$ cat src/rtl/sincdec_pkg.sv
package sincdec_pkg;

  typedef enum logic [1:0] {
    FILT_SINC3 = 2'd0,
    FILT_SINC2 = 2'd1,
    FILT_FAST  = 2'd2,
    FILT_ALT3  = 2'd3
  } filt_e;

  // number of integrator/comb stages in use
  function automatic logic [1:0] order_of(filt_e f);
    case (f)
      FILT_SINC2, FILT_FAST: order_of = 2'd2;
      default:               order_of = 2'd3;
    endcase
  endfunction

  // words needed after a restart before results are exact
  function automatic logic [2:0] settle_words(filt_e f);
    case (f)
      FILT_SINC2: settle_words = 3'd2;
      FILT_FAST:  settle_words = 3'd4;
      default:    settle_words = 3'd3;
    endcase
  endfunction

endpackage

$ cat src/rtl/sincdec_integ.sv
module sincdec_integ #(
  parameter int W      = 26,
  parameter int STAGES = 3
) (
  input  logic                        clk,
  input  logic                        rst_n,
  input  logic                        clr,
  input  logic                        en,
  input  logic                        in_bit,
  output logic [STAGES-1:0][W-1:0]    acc_nxt
);
  localparam logic [W-1:0] STEP_UP = W'(1);
  localparam logic [W-1:0] STEP_DN = '1;

  logic [STAGES-1:0][W-1:0] acc_q;

  for (genvar s = 0; s < STAGES; s++) begin : g_stage
    if (s == 0) begin : g_first
      assign acc_nxt[s] = acc_q[s] + (in_bit ? STEP_UP : STEP_DN);
    end else begin : g_rest
      assign acc_nxt[s] = acc_q[s] + acc_nxt[s-1];
    end
  end

  always_ff @(posedge clk or negedge rst_n) begin
    if (!rst_n)     acc_q <= '0;
    else if (clr)   acc_q <= '0;
    else if (en)    acc_q <= acc_nxt;
  end
endmodule

$ cat src/rtl/sincdec_comb.sv
module sincdec_comb #(
  parameter int W      = 26,
  parameter int STAGES = 3,
  localparam int N_W   = $clog2(STAGES + 1)
) (
  input  logic           clk,
  input  logic           rst_n,
  input  logic           clr,
  input  logic           en,
  input  logic [N_W-1:0] n_act,
  input  logic [W-1:0]   in_val,
  output logic [W-1:0]   y
);
  logic [STAGES:0][W-1:0]   stage_in;
  logic [STAGES-1:0][W-1:0] prev_q;

  assign stage_in[0] = in_val;
  for (genvar s = 0; s < STAGES; s++) begin : g_diff
    assign stage_in[s+1] = stage_in[s] - prev_q[s];
  end

  always_comb begin
    y = stage_in[STAGES];
    for (int s = 0; s < STAGES; s++) begin
      if (n_act == N_W'(s + 1)) y = stage_in[s+1];
    end
  end

  always_ff @(posedge clk or negedge rst_n) begin
    if (!rst_n)   prev_q <= '0;
    else if (clr) prev_q <= '0;
    else if (en)  prev_q <= stage_in[STAGES-1:0];
  end
endmodule

$ cat src/rtl/sincdec_fastadd.sv
module sincdec_fastadd #(
  parameter int W     = 26,
  parameter int DEPTH = 2
) (
  input  logic         clk,
  input  logic         rst_n,
  input  logic         clr,
  input  logic         en,
  input  logic [W-1:0] in_val,
  output logic [W-1:0] sum
);
  logic [DEPTH-1:0][W-1:0] hist_q;

  assign sum = in_val + hist_q[DEPTH-1];

  always_ff @(posedge clk or negedge rst_n) begin
    if (!rst_n)   hist_q <= '0;
    else if (clr) hist_q <= '0;
    else if (en) begin
      hist_q[0] <= in_val;
      for (int d = 1; d < DEPTH; d++) hist_q[d] <= hist_q[d-1];
    end
  end
endmodule

$ cat src/rtl/sincdec_filter.sv
module sincdec_filter
  import sincdec_pkg::*;
#(
  parameter int LOG2_MIN = 4,
  parameter int LOG2_MAX = 8,
  localparam int L_W     = $clog2(LOG2_MAX + 1),
  localparam int ACC_W   = 3 * LOG2_MAX + 2
) (
  input  logic             clk,
  input  logic             rst_n,
  input  logic [L_W-1:0]   osr_log2,
  input  logic [1:0]       filt_sel,
  input  logic             s_valid,
  input  logic             s_bit,
  output logic             s_ready,
  output logic             m_valid,
  output logic [ACC_W-1:0] m_data,
  input  logic             m_ready,
  output logic             settled
);
  localparam int ORDER_MAX = 3;
  localparam int CNT_W     = LOG2_MAX;
  localparam int SH_W      = $clog2(ORDER_MAX * LOG2_MAX + 1);
  localparam logic [L_W-1:0] L_MIN_V = L_W'(LOG2_MIN);
  localparam logic [L_W-1:0] L_MAX_V = L_W'(LOG2_MAX);

  logic [L_W-1:0]   l_eff, osr_q;
  logic [1:0]       sel_q;
  filt_e            mode;
  logic [1:0]       ord;
  logic [2:0]       need;
  logic             restart, accept, dec_evt;
  logic [CNT_W-1:0] cnt, osr_m1;
  logic [ORDER_MAX-1:0][ACC_W-1:0] acc_nxt;
  logic [ACC_W-1:0] comb_in, comb_y, fast_sum, raw, scaled;
  logic [SH_W-1:0]  sh;
  logic [2:0]       wcnt;

  // configuration decode
  always_comb begin
    if (osr_log2 < L_MIN_V)      l_eff = L_MIN_V;
    else if (osr_log2 > L_MAX_V) l_eff = L_MAX_V;
    else                         l_eff = osr_log2;
  end

  assign mode   = filt_e'(filt_sel);
  assign ord    = order_of(mode);
  assign need   = settle_words(mode);
  assign osr_m1 = {CNT_W{1'b1}} >> (L_MAX_V - l_eff);

  assign restart = (osr_log2 != osr_q) || (filt_sel != sel_q);
  assign s_ready = !restart && !(m_valid && !m_ready);
  assign accept  = s_valid && s_ready;
  assign dec_evt = accept && (cnt == osr_m1);

  always_ff @(posedge clk or negedge rst_n) begin
    if (!rst_n) begin
      osr_q <= L_MAX_V;
      sel_q <= 2'd0;
    end else begin
      osr_q <= osr_log2;
      sel_q <= filt_sel;
    end
  end

  always_ff @(posedge clk or negedge rst_n) begin
    if (!rst_n)       cnt <= '0;
    else if (restart) cnt <= '0;
    else if (accept)  cnt <= dec_evt ? '0 : cnt + CNT_W'(1);
  end

  // datapath
  sincdec_integ #(.W(ACC_W), .STAGES(ORDER_MAX)) integ_i (
    .clk(clk), .rst_n(rst_n), .clr(restart), .en(accept),
    .in_bit(s_bit), .acc_nxt(acc_nxt)
  );

  assign comb_in = (ord == 2'd3) ? acc_nxt[2] : acc_nxt[1];

  sincdec_comb #(.W(ACC_W), .STAGES(ORDER_MAX)) comb_i (
    .clk(clk), .rst_n(rst_n), .clr(restart), .en(dec_evt),
    .n_act(ord), .in_val(comb_in), .y(comb_y)
  );

  sincdec_fastadd #(.W(ACC_W), .DEPTH(2)) fast_i (
    .clk(clk), .rst_n(rst_n), .clr(restart), .en(dec_evt),
    .in_val(comb_y), .sum(fast_sum)
  );

  assign raw    = (mode == FILT_FAST) ? fast_sum : comb_y;
  assign sh     = SH_W'(ord) * SH_W'(L_MAX_V - l_eff);
  assign scaled = raw << sh;

  // output word
  always_ff @(posedge clk or negedge rst_n) begin
    if (!rst_n) begin
      m_valid <= 1'b0;
      m_data  <= '0;
    end else if (dec_evt) begin
      m_valid <= 1'b1;
      m_data  <= scaled;
    end else if (m_ready) begin
      m_valid <= 1'b0;
    end
  end

  // settling tracker
  always_ff @(posedge clk or negedge rst_n) begin
    if (!rst_n) begin
      wcnt    <= '0;
      settled <= 1'b0;
    end else if (restart) begin
      wcnt    <= '0;
      settled <= 1'b0;
    end else if (dec_evt) begin
      if (wcnt != 3'd7) wcnt <= wcnt + 3'd1;
      settled <= ({1'b0, wcnt} + 4'd1) >= {1'b0, need};
    end
  end
endmodule

$ cat config.mk
export PLATFORM = sky130hd
export DESIGN_NAME = sincdec_filter
export DESIGN_NICKNAME = d
export VERILOG_FILES = /design/src/rtl/sincdec_pkg.sv /design/src/rtl/sincdec_integ.sv /design/src/rtl/sincdec_comb.sv /design/src/rtl/sincdec_fastadd.sv /design/src/rtl/sincdec_filter.sv
export SDC_FILE = /design/constraint.sdc
export NUM_CORES = 1
export LEC_CHECK = 0
export ABC_AREA = 0
export BUFFER_PORTS_ARGS = -buffer_cell sky130_fd_sc_hd__buf_2
export CAP_MARGIN = 20
export CORE_AREA = 2 2 232 234
export CTS_BUF_LIST = sky130_fd_sc_hd__clkbuf_4 sky130_fd_sc_hd__clkbuf_8
export DETAILED_ROUTE_END_ITERATION = 8
export DIE_AREA = 0 0 234 236
export PLACE_DENSITY = 0.63
export SLEW_MARGIN = 25
export SYNTH_ARGS = -nofsm -noshare
export SYNTH_HDL_FRONTEND = slang
export SYNTH_SLANG_ARGS = --single-unit
$ cat constraint.sdc
create_clock -name clk -period 11.41 [get_ports clk]
set_input_delay 0.5705 -clock clk [delete_from_list [all_inputs] [get_ports clk]]
set_output_delay 0.5705 -clock clk [all_outputs]
set_load 0.01 [all_outputs]
==> impl_metrics.py, run 1 <==
metrics = {
    "global_route": {
        "grt_pass1_vias": 19100,
        "grt_max_degree": 88,
        "grt_first_pass_wirelength_mm": 95.6,
        "grt_overflow": 0,
        "use_met2_pct": 36.3,
        "grt_use_met1_pct": 27.0,
        "grt_usage_pct": 21.0,
        "grt_use_met3_pct": 2.44,
        "antenna_found_initial": 0,
        "grt_busiest_layer": "met2",
    },
    "timing": {
        "tns_ps": 0,
        "period_share_pct": 94.6,
        "finalSetupViolCount": 0,
        "slew_viol_final": 0,
        "fin_crit_ps": 10800,
        "fmax_mhz": 92.6,
        "fin_skew_ps": 34.4,
        "hold_viol": 0,
        "hold_ws_ps": 70.8,
        "slew_headroom_pct": 33.0,
        "worst_pin_slew_ps": 1000,
        "setup_ws_ps": 611,
    },
    "routing": {
        "drt-vias-per-instance": 5.68,
        "drt_pass1_iterations": 8,
        "ant_nets": 0,
        "first_iter_violations": 1314,
        "routed_wl_mm": 58.9,
        "vias": 19300,
        "wire_per_inst_um": 17.3,
        "drc": 0,
    },
    "logic_synthesis": {
        "syn_inst": 2628,
        "synth_flop_cell": "dfrtp_1",
        "netlist.area_leader.share_pct": 29.5,
        "synth_top_cell_by_area": "dfrtp_1",
        "async_reset_ff_share_pct": 100,
        "synth_area_mm2": 0.0214,
        "syn_area_per_cell_um2": 8.13,
        "synth-edff-count": 0,
        "ys_seq_elements": 253,
        "synth_nets": 2846,
        "ys_types": 91,
        "ys_seq_area_share_pct": 29.7,
        "synth_warnings": 0,
        "synth_area_leaders": "dfrtp_1, ha_1, nand2_1",
    },
    "run": {
        "maxCapViolations": 0,
    },
    "cells_and_area": {
        "drive_gt1_share_pct": 11.8,
        "synthToLayoutAreaGrowth_pct": 11.7,
        "multi_input_area_mm2": 0.0142,
        "final_common_cell": "nand2_1",
        "nets": 2883,
        "num_antenna_cells": 0,
        "post-route-util_pct": 45.0,
        "regArea_mm2": 0.00633,
        "final_cell_mix": "nand2_1, dfrtp_1, a21oi_1, ha_1, inv_1",
        "fill_cells": 5167,
    },
    "clocking": {
        "cts_tree": "done",
        "cts_root_buf": "clkbuf_8",
        "cts_buffers": 47,
        "clk_pin_slew_ps": 60,
        "htree_levels": 2,
        "clkLatencyLatePin_ps": 640,
        "cts_sinks": 253,
        "cts_buffer_depth": 3,
    },
    "setup_path": {
        "crit_arrival_ps": 11310,
        "cp-end-kind": "register",
        "cp_slowest_cell": "or4_1",
        "crit_family": "compound AO/OA/AOI/OAI gates",
        "crit_type": "reg -> reg",
        "start_kind": "register",
        "cp.required_ps": 11920,
        "worstPathBufferInverterCount": 1,
        "cp_max_fo": 5,
        "crit_top_cell": "ha_1",
        "worst_path_largest_cell_delay_ps": 580,
    },
    "die": {
        "coreArea_mm2": 0.0531,
        "ios": 40,
        "fp.dieW_um": 234,
        "dieHeight_um": 236,
        "die-area_mm2": 0.0552,
        "num_rows": 85,
        "initial_core_util_pct": 40.2,
    },
    "place": {
        "gp_congestion": 0.954,
        "dp_slack_ps": -89.3,
        "portBuffers": 39,
        "hpwl_mm": 40.8,
    },
    "power": {
        "peakVddDrop_mv": 0.106,
        "finalPower_uw": 4400,
        "power_density_mw_per_mm2": 184,
        "cellLeakagePower_uw": 0.0112,
    },
    "outcome": {
        "status": "finished clean",
    },
    "hold_path": {
        "hold_class": "in -> reg",
    },
}
## routing by layer
metal	share of wire (%)	vias up	wire, µm
li1	-	9476	-
met1	45	9248	26400
met2	48	471	28400
met3	4.2	104	2490
met4	2.6	0	1500
met5	0	-	0
## power by group
part,switching (µW),total (µW),internal (µW)
Clock,423,996,573
Sequential,1.71,902,901
Combinational,1490,2500,1010
Total,1920,4400,2480
## registers in the layout, summed over array words and instances (netlist names)
register / count
cnt: 8
comb_i.prev_q: 78
fast_i.hist_q: 52
integ_i.acc_q: 78
m_data: 26
m_valid: 1
osr_q: 4
sel_q: 2
settled: 1
wcnt: 3
## worst register-to-register path, delay by kind of cell, from the launching register on
family,cells,cell delay (ps)
XOR/XNOR,6,1080
AO/OA/AOI/OAI,20,3430
adder cells (fa/ha/maj),7,2160
buffers and inverters,1,60
multiplexers,1,290
AND/OR/NAND/NOR,16,3200
flip-flops,1,450
## synthesized netlist by cell type (16+ instances only)
| library cell | number |
|---|---|
| nor2b_1 | 30 |
| xnor2_1 | 102 |
| a31oi_1 | 16 |
| o21ai_1 | 25 |
| nand2b_1 | 27 |
| buf_1 | 18 |
| nor2_1 | 161 |
| or3_1 | 21 |
| xor2_1 | 54 |
| ha_1 | 199 |
| inv_1 | 159 |
| o211ai_1 | 18 |
| a211oi_1 | 28 |
| o21ai_0 | 127 |
| clkbuf_1 | 108 |
| nand3_1 | 87 |
| o21a_1 | 39 |
| o21bai_1 | 22 |
| nand2_1 | 405 |
| mux2i_1 | 28 |
| a21oi_1 | 241 |
| mux2_2 | 22 |
| o31ai_1 | 39 |
| nor3_1 | 45 |
| a32o_1 | 45 |
| and3_1 | 25 |
| dfrtp_1 | 252 |
| a21o_1 | 71 |
## what timing repair did
action / 4_1_cts / 5_1_grt
setup endpoints to repair: 0 / 11
setup buffers: 0 / 10
hold buffers: 1 / 0
resized for setup: 0 / 60
hold endpoints to repair: 85 / 0
## path summary, 6_finish.rpt
kind | depth (start not counted) | slack, ps | start | to
max | 51 | 610 | integ_i.acc_q[0]$_DFFE_PN0P_ | m_data[25]$_DFFE_PN0P_
min | 1 | 70 | osr_log2[2] | osr_q[2]$_DFF_PN0_
max reg2reg | 51 | 610 | integ_i.acc_q[0]$_DFFE_PN0P_ | m_data[25]$_DFFE_PN0P_
min reg2reg | 2 | 470 | fast_i.hist_q[5]$_DFFE_PN0P_ | fast_i.hist_q[31]$_DFFE_PN0P_
max in group asynchronous | 4 | 8880 | rst_n | cnt[4]$_DFFE_PN0P_
min in group asynchronous | 2 | 540 | rst_n | integ_i.acc_q[1]$_DFFE_PN0P_
## stage by stage
step	cells	area [µm²]
floorplan	2628	21400
CTS	3389	23600
finish	3399	23900
global route	3399	23900
global placement	3301	22500
detailed placement	3301	22500
## layout make-up
type / count / share of cell area [%]
multi-input cells: 2089 / 59.6
inverters: 159 / 2.50
clock buffers: 81 / 4.20
flip-flops and latches: 253 / 26.5
well taps: 696 / 3.65
repair buffers: 115 / 3.26
clock inverters: 6 / 0.257
## cells by family (layout without fill, tap and decap cells)
| family | Yosys count | after routing | synth area share [%] |
|---|---|---|---|
| AO/OA/AOI/OAI | 791 | 791 | 24.5 |
| XOR/XNOR | 160 | 160 | 6.77 |
| adder cells (fa/ha/maj) | 207 | 207 | 12.4 |
| buffers and inverters | 286 | 361 | 5.03 |
| flip-flops | 253 | 253 | 29.7 |
| multiplexers | 57 | 57 | 3.21 |
| other | 1 | 1 | 0.0176 |
| AND/OR/NAND/NOR | 873 | 873 | 18.4 |
Note: power is estimated with default switching activity, not from simulation.
==> inputs of run 2 (changes only) <==
--- a/config.mk
+++ b/config.mk
@@ -9,7 +9,7 @@
 export BUFFER_PORTS_ARGS = -buffer_cell sky130_fd_sc_hd__buf_2
 export CAP_MARGIN = 20
 export CORE_AREA = 2 2 232 234
-export CTS_BUF_LIST = sky130_fd_sc_hd__clkbuf_4 sky130_fd_sc_hd__clkbuf_8
+export CTS_BUF_LIST = sky130_fd_sc_hd__clkbuf_16
 export DETAILED_ROUTE_END_ITERATION = 8
 export DIE_AREA = 0 0 234 236
 export PLACE_DENSITY = 0.63
==> run 2 against run 1 <==
Compared with the run above:
- the run now ends with negative hold slack left
- die area did not move
- clock skew fell by 21 ps
- via count fell by 0.53%
- clock power fell by 3.0%
==> impl_metrics.py, run 2 (synthesized netlist as in run 1, its figures left out) <==
metrics = {
    "timing": {
        "tns_ps": 0,
        "slew_viol_final": 0,
        "setup_ws_ps": 639,
        "fin_skew_ps": 12.9,
        "period_share_pct": 94.4,
        "finalSetupViolCount": 0,
        "hold_ws_ps": -7.34,
        "fmax_mhz": 92.8,
        "worst_pin_slew_ps": 1030,
        "slew_headroom_pct": 31.6,
        "fin_crit_ps": 10770,
        "hold_viol": 2,
    },
    "power": {
        "cellLeakagePower_uw": 0.0111,
        "peakVddDrop_mv": 0.137,
        "finalPower_uw": 4360,
        "power_density_mw_per_mm2": 184,
    },
    "setup_path": {
        "worst-path-stages": 51,
        "crit_family": "compound AO/OA/AOI/OAI gates",
        "crit_start": "integ_i.acc_q[0]$_DFFE_PN0P_",
        "crit_arrival_ps": 11220,
        "cp_slowest_cell": "or4_1",
        "cp.required_ps": 11860,
        "rr_worst_depth": 51,
        "cp_max_fo": 5,
        "worst_path_largest_cell_delay_ps": 570,
        "worstPathBufferInverterCount": 1,
        "start_kind": "register",
        "cp-end-kind": "register",
        "crit_type": "reg -> reg",
        "crit_top_cell": "ha_1",
        "timing.rr.start": "integ_i.acc_q[0]$_DFFE_PN0P_",
    },
    "run": {
        "maxCapViolations": 0,
    },
    "clocking": {
        "cts_buffers": 31,
        "cts_buffer_depth": 3,
        "cts_root_buf": "clkbuf_16",
        "hold_buffers": 0,
        "cts_tree": "done",
        "clkLatencyLatePin_ps": 590,
        "cts_sinks": 253,
        "htree_levels": 1,
        "clk_pin_slew_ps": 60,
    },
    "die": {
        "coreArea_mm2": 0.0531,
        "dieHeight_um": 236,
        "ios": 40,
        "initial_core_util_pct": 40.2,
        "die-area_mm2": 0.0552,
        "num_rows": 85,
        "fp.dieW_um": 234,
    },
    "global_route": {
        "grt_pass1_vias": 18900,
        "grt_first_pass_wirelength_mm": 94.9,
        "antenna_found_initial": 0,
        "grt_max_degree": 88,
        "grt_usage_pct": 20.7,
        "grt_overflow": 0,
    },
    "routing": {
        "first_iter_violations": 1317,
        "vias": 19200,
        "wire_per_inst_um": 17.3,
        "ant_nets": 0,
        "drt_pass1_iterations": 8,
        "met3_length_mm": 1.96,
        "route.met2.wl_mm": 28.2,
        "wl_met1_mm": 26.6,
        "routed_wl_mm": 58.2,
        "drc": 0,
        "routed.top_layer": "met4",
        "drt-vias-per-instance": 5.70,
    },
    "outcome": {
        "violations": "negative hold slack",
        "status": "finished, violations left",
    },
    "cells_and_area": {
        "final_cell_mix": "nand2_1, dfrtp_1, a21oi_1, ha_1, inv_1",
        "fill_cells": 5157,
        "drive_gt1_share_pct": 10.0,
        "num_antenna_cells": 0,
        "top_regs": "comb_i.prev_q (78), integ_i.acc_q (78), fast_i.hist_q (52)",
        "final_common_cell": "nand2_1",
        "nets": 2865,
        "synthToLayoutAreaGrowth_pct": 11.1,
        "final_area_mm2": 0.0237,
    },
    "place": {
        "hpwl_mm": 40.8,
        "gp_congestion": 0.954,
        "dp_slack_ps": -89.3,
        "placed_cell_area_mm2": 0.0225,
        "portBuffers": 39,
    },
    "hold_path": {
        "hold_class": "in -> async",
    },
}
-- run 2: worst paths after layout --
check / endpoint / slack, ps
worst min register to register: fast_i.hist_q[31]$_DFFE_PN0P_ / 470
worst max register to register: m_data[25]$_DFFE_PN0P_ / 640
worst max-delay path: m_data[25]$_DFFE_PN0P_ / 640
max in group asynchronous: m_data[11]$_DFFE_PN0P_ / 9460
min in group clk: osr_q[2]$_DFF_PN0_ / 130
worst min-delay path: integ_i.acc_q[1]$_DFFE_PN0P_ / -7
-- run 2: stage by stage --
stage,util (%),cells
after detailed placement,42.4,3301
after floorplan,-,2628
after CTS,44.2,3357
after global placement,42.4,3301
after global routing,44.7,3366
final,44.7,3366
-- run 2: timing repair --
| action | CTS | global route |
|---|---|---|
| resized for setup | 0 | 57 |
| endpoints found under the setup margin | 0 | 11 |
| buffers inserted | 0 | 9 |
-- run 2: where the power goes --
part / internal (µW) / leakage, µW / switching (µW) / total, µW
clock: 555 / 0.000492 / 411 / 966
sequential: 900 / 0.00352 / 1.73 / 902
combinational: 1000 / 0.00704 / 1490 / 2490
-- run 2: layout make-up --
class | instances | area [µm²] | share of cell area [%]
tap | 696 | 871 | 3.67
multi-input combinational | 2089 | 14200 | 59.9
clock buffer | 31 | 776 | 3.27
clock inverter | 25 | 186 | 0.786
sequential | 253 | 6330 | 26.7
timing repair buffer | 113 | 761 | 3.21
inverter | 159 | 597 | 2.52
-- run 2: metal layers --
| layer | GRT usage [%] | vias up |
|---|---|---|
| met5 | 0 | - |
| met4 | 5.12 | 0 |
| met3 | 1.79 | 105 |
| met2 | 36.3 | 418 |
| met1 | 27.1 | 9245 |
| li1 | - | 9429 |
-- run 2: worst reg2reg max path: cells and delay by family, from the launching register on --
family | cells | cell delay [ps]
AOI/OAI and AO/OA | 20 | 3410
xor gates and xnor gates | 6 | 1090
adders and majority gates | 7 | 2160
buffers and inverters | 1 | 60
DFF | 1 | 450
muxes | 1 | 290
and+or+nand+nor | 16 | 3190
==> inputs of run 3 (changes only) <==
--- a/config.mk
+++ b/config.mk
@@ -13,6 +13,7 @@
 export DETAILED_ROUTE_END_ITERATION = 8
 export DIE_AREA = 0 0 234 236
 export PLACE_DENSITY = 0.63
+export REMOVE_ABC_BUFFERS = 1
 export SLEW_MARGIN = 25
 export SYNTH_ARGS = -nofsm -noshare
 export SYNTH_HDL_FRONTEND = slang
==> run 3 against run 2 <==
Compared with the run above:
- the flow now finishes without violations
- maximum frequency rose by 0.35%
- worst setup slack improved by 37 ps
- combinational power is 2% lower
- first-iteration DRC count rose by 4.0%
- clock skew increased by 15 ps
- sequential power about the same
- critical path depth shrank 1
- via count increased by 0.34%
- non-clock buffer count is 7 higher
==> impl_metrics.py, run 3 (synthesized netlist as in run 1, its figures left out) <==
metrics = {
    "cells_and_area": {
        "synthToLayoutAreaGrowth_pct": 11.5,
        "fill_cells": 5150,
        "final_area_mm2": 0.0238,
        "drive_gt1_share_pct": 10.2,
        "top_regs": "comb_i.prev_q (78), integ_i.acc_q (78), fast_i.hist_q (52)",
        "nets": 2872,
        "final_common_cell": "nand2_1",
        "num_antenna_cells": 0,
        "post-route-util_pct": 44.9,
        "final_cell_mix": "nand2_1, dfrtp_1, a21oi_1, ha_1, inv_1",
    },
    "routing": {
        "drt_pass1_iterations": 5,
        "ant_nets": 0,
        "drc": 0,
        "wire_per_inst_um": 17.1,
        "drt-vias-per-instance": 5.71,
        "routed_wl_mm": 57.6,
        "first_iter_violations": 1370,
        "vias": 19300,
    },
    "timing": {
        "finalSetupViolCount": 0,
        "setup_ws_ps": 676,
        "hold_viol": 0,
        "slew_headroom_pct": 36.7,
        "worst_pin_slew_ps": 950,
        "rsz0062_at_grt": "true",
        "fin_crit_ps": 10730,
        "slew_viol_final": 0,
        "hold_ws_ps": 127,
        "period_share_pct": 94.1,
        "fmax_mhz": 93.2,
        "fin_skew_ps": 27.8,
    },
    "setup_path": {
        "cp.required_ps": 11870,
        "r2r_end": "m_data[25]$_DFFE_PN0P_",
        "crit_family": "compound AO/OA/AOI/OAI gates",
        "worst_path_largest_cell_delay_ps": 450,
        "timing.rr.start": "integ_i.acc_q[0]$_DFFE_PN0P_",
        "crit_type": "reg -> reg",
        "start_kind": "register",
        "cp_max_fo": 5,
        "cp-end-kind": "register",
        "cp_slowest_cell": "dfrtp_2",
        "worstPathBufferInverterCount": 2,
        "crit_arrival_ps": 11190,
        "crit_top_cell": "ha_1",
        "r2r_slack_ps": 680,
        "rr_worst_depth": 50,
    },
    "place": {
        "placed_cell_area_mm2": 0.0226,
        "gp_congestion": 0.906,
        "portBuffers": 39,
        "dp_slack_ps": -459,
        "hpwl_mm": 40.0,
    },
    "clocking": {
        "cts_tree": "done",
        "cts_root_buf": "clkbuf_16",
        "clkLatencyLatePin_ps": 590,
        "clk_pin_slew_ps": 60,
        "cts_buffers": 31,
        "cts_sinks": 253,
        "htree_levels": 1,
        "cts_buffer_depth": 3,
    },
    "hold_path": {
        "min_to": "osr_q[0]$_DFF_PN0_",
        "holdCritStartpoint": "osr_log2[0]",
        "hold_depth": 1,
        "hold_class": "in -> reg",
    },
    "global_route": {
        "grt_use_met1_pct": 28.0,
        "grt_overflow": 0,
        "grt_usage_pct": 20.8,
        "grt_busiest_layer": "met2",
        "use_met2_pct": 35.4,
        "antenna_found_initial": 1,
        "grt_pass1_vias": 19200,
        "grt_first_pass_wirelength_mm": 96.2,
        "grt_max_degree": 144,
        "grt_use_met3_pct": 2.10,
    },
    "die": {
        "die-area_mm2": 0.0552,
        "coreArea_mm2": 0.0531,
        "num_rows": 85,
        "initial_core_util_pct": 40.2,
        "fp.dieW_um": 234,
        "ios": 40,
        "dieHeight_um": 236,
    },
    "power": {
        "cellLeakagePower_uw": 0.0111,
        "power_density_mw_per_mm2": 181,
        "peakVddDrop_mv": 0.125,
    },
    "outcome": {
        "status": "finished clean",
    },
    "run": {
        "maxCapViolations": 0,
    },
}
## run 3: cell types whose count changed in the layout (fill, tap and decap cells not counted), moves of 2 or more
cell,change
clkinv_2,+5
ha_1,+5
ha_2,-5
buf_4,+3
clkinv_1,-3
xor2_1,+3
xor2_2,-3
a211oi_1,-2
a211oi_2,+2
clkinv_4,+2
inv_1,-2
## run 3: worst max-delay path by stage
stage,startpoint,end,cells past startpoint
final,integ_i.acc_q[0]$_DFFE_PN0P_,m_data[25]$_DFFE_PN0P_,50
after global routing,integ_i.acc_q[0]$_DFFE_PN0P_,m_data[23]$_DFFE_PN0P_,52
after global placement,s_bit,m_data[23]$_DFFE_PN0P_,54
after CTS,integ_i.acc_q[0]$_DFFE_PN0P_,m_data[25]$_DFFE_PN0P_,52
after detailed placement,s_bit,m_data[25]$_DFFE_PN0P_,54
after floorplan,osr_log2[3],m_data[18]$_DFFE_PN0P_,7
## run 3: layout make-up
| class | instances | area [µm²] | share of cell area, % |
|---|---|---|---|
| sequential | 253 | 6330 | 26.6 |
| inverter | 159 | 597 | 2.51 |
| tap | 696 | 871 | 3.66 |
| clock inverter | 25 | 194 | 0.814 |
| clock buffer | 31 | 776 | 3.26 |
| multi-input combinational | 2089 | 14200 | 59.6 |
| timing repair buffer | 120 | 852 | 3.58 |
## run 3: metal layers
layer	share of wire [%]	vias up
met4	2.5	2
met3	3.9	110
met2	48	450
met5	0.033	-
met1	46	9255
li1	-	9446
## run 3: per-stage QoR
step / cells / total power [µW] / setup TNS, ps
after floorplan: 2501 / 2620 / -95130
after global placement: 3314 / 3210 / -461
after detailed placement: 3314 / 3260 / -1930
after CTS: 3370 / 4260 / 0
after global routing: 3373 / 4620 / -111
final: 3373 / 4320 / 0
## run 3: timing repair
item | CTS | global route
buffers inserted | 0 | 1
hold endpoints to repair | 0 | 32
resized for setup | 2 | 51
hold buffers | 0 | 1
setup endpoints to repair | 2 | 11
pin swaps | 0 | 7
## run 3: where the power goes
part	total, µW	leakage, µW	switching (µW)	internal (µW)
registers	902	0.00352	1.66	900
logic	2450	0.00710	1460	991
clock network	968	0.000500	411	557
total	4320	0.0111	1870	2450
## run 3: worst register-to-register path: cells and delay by family, from the launching register on
| family | cells | cell delay [ps] |
|---|---|---|
| buffers and inverters | 2 | 240 |
| multiplexers | 2 | 480 |
| AO/OA/AOI/OAI | 16 | 3180 |
| flip-flops | 1 | 450 |
| adder cells (fa/ha/maj) | 7 | 2330 |
| AND/OR/NAND/NOR | 16 | 2850 |
| XOR/XNOR | 7 | 1090 |
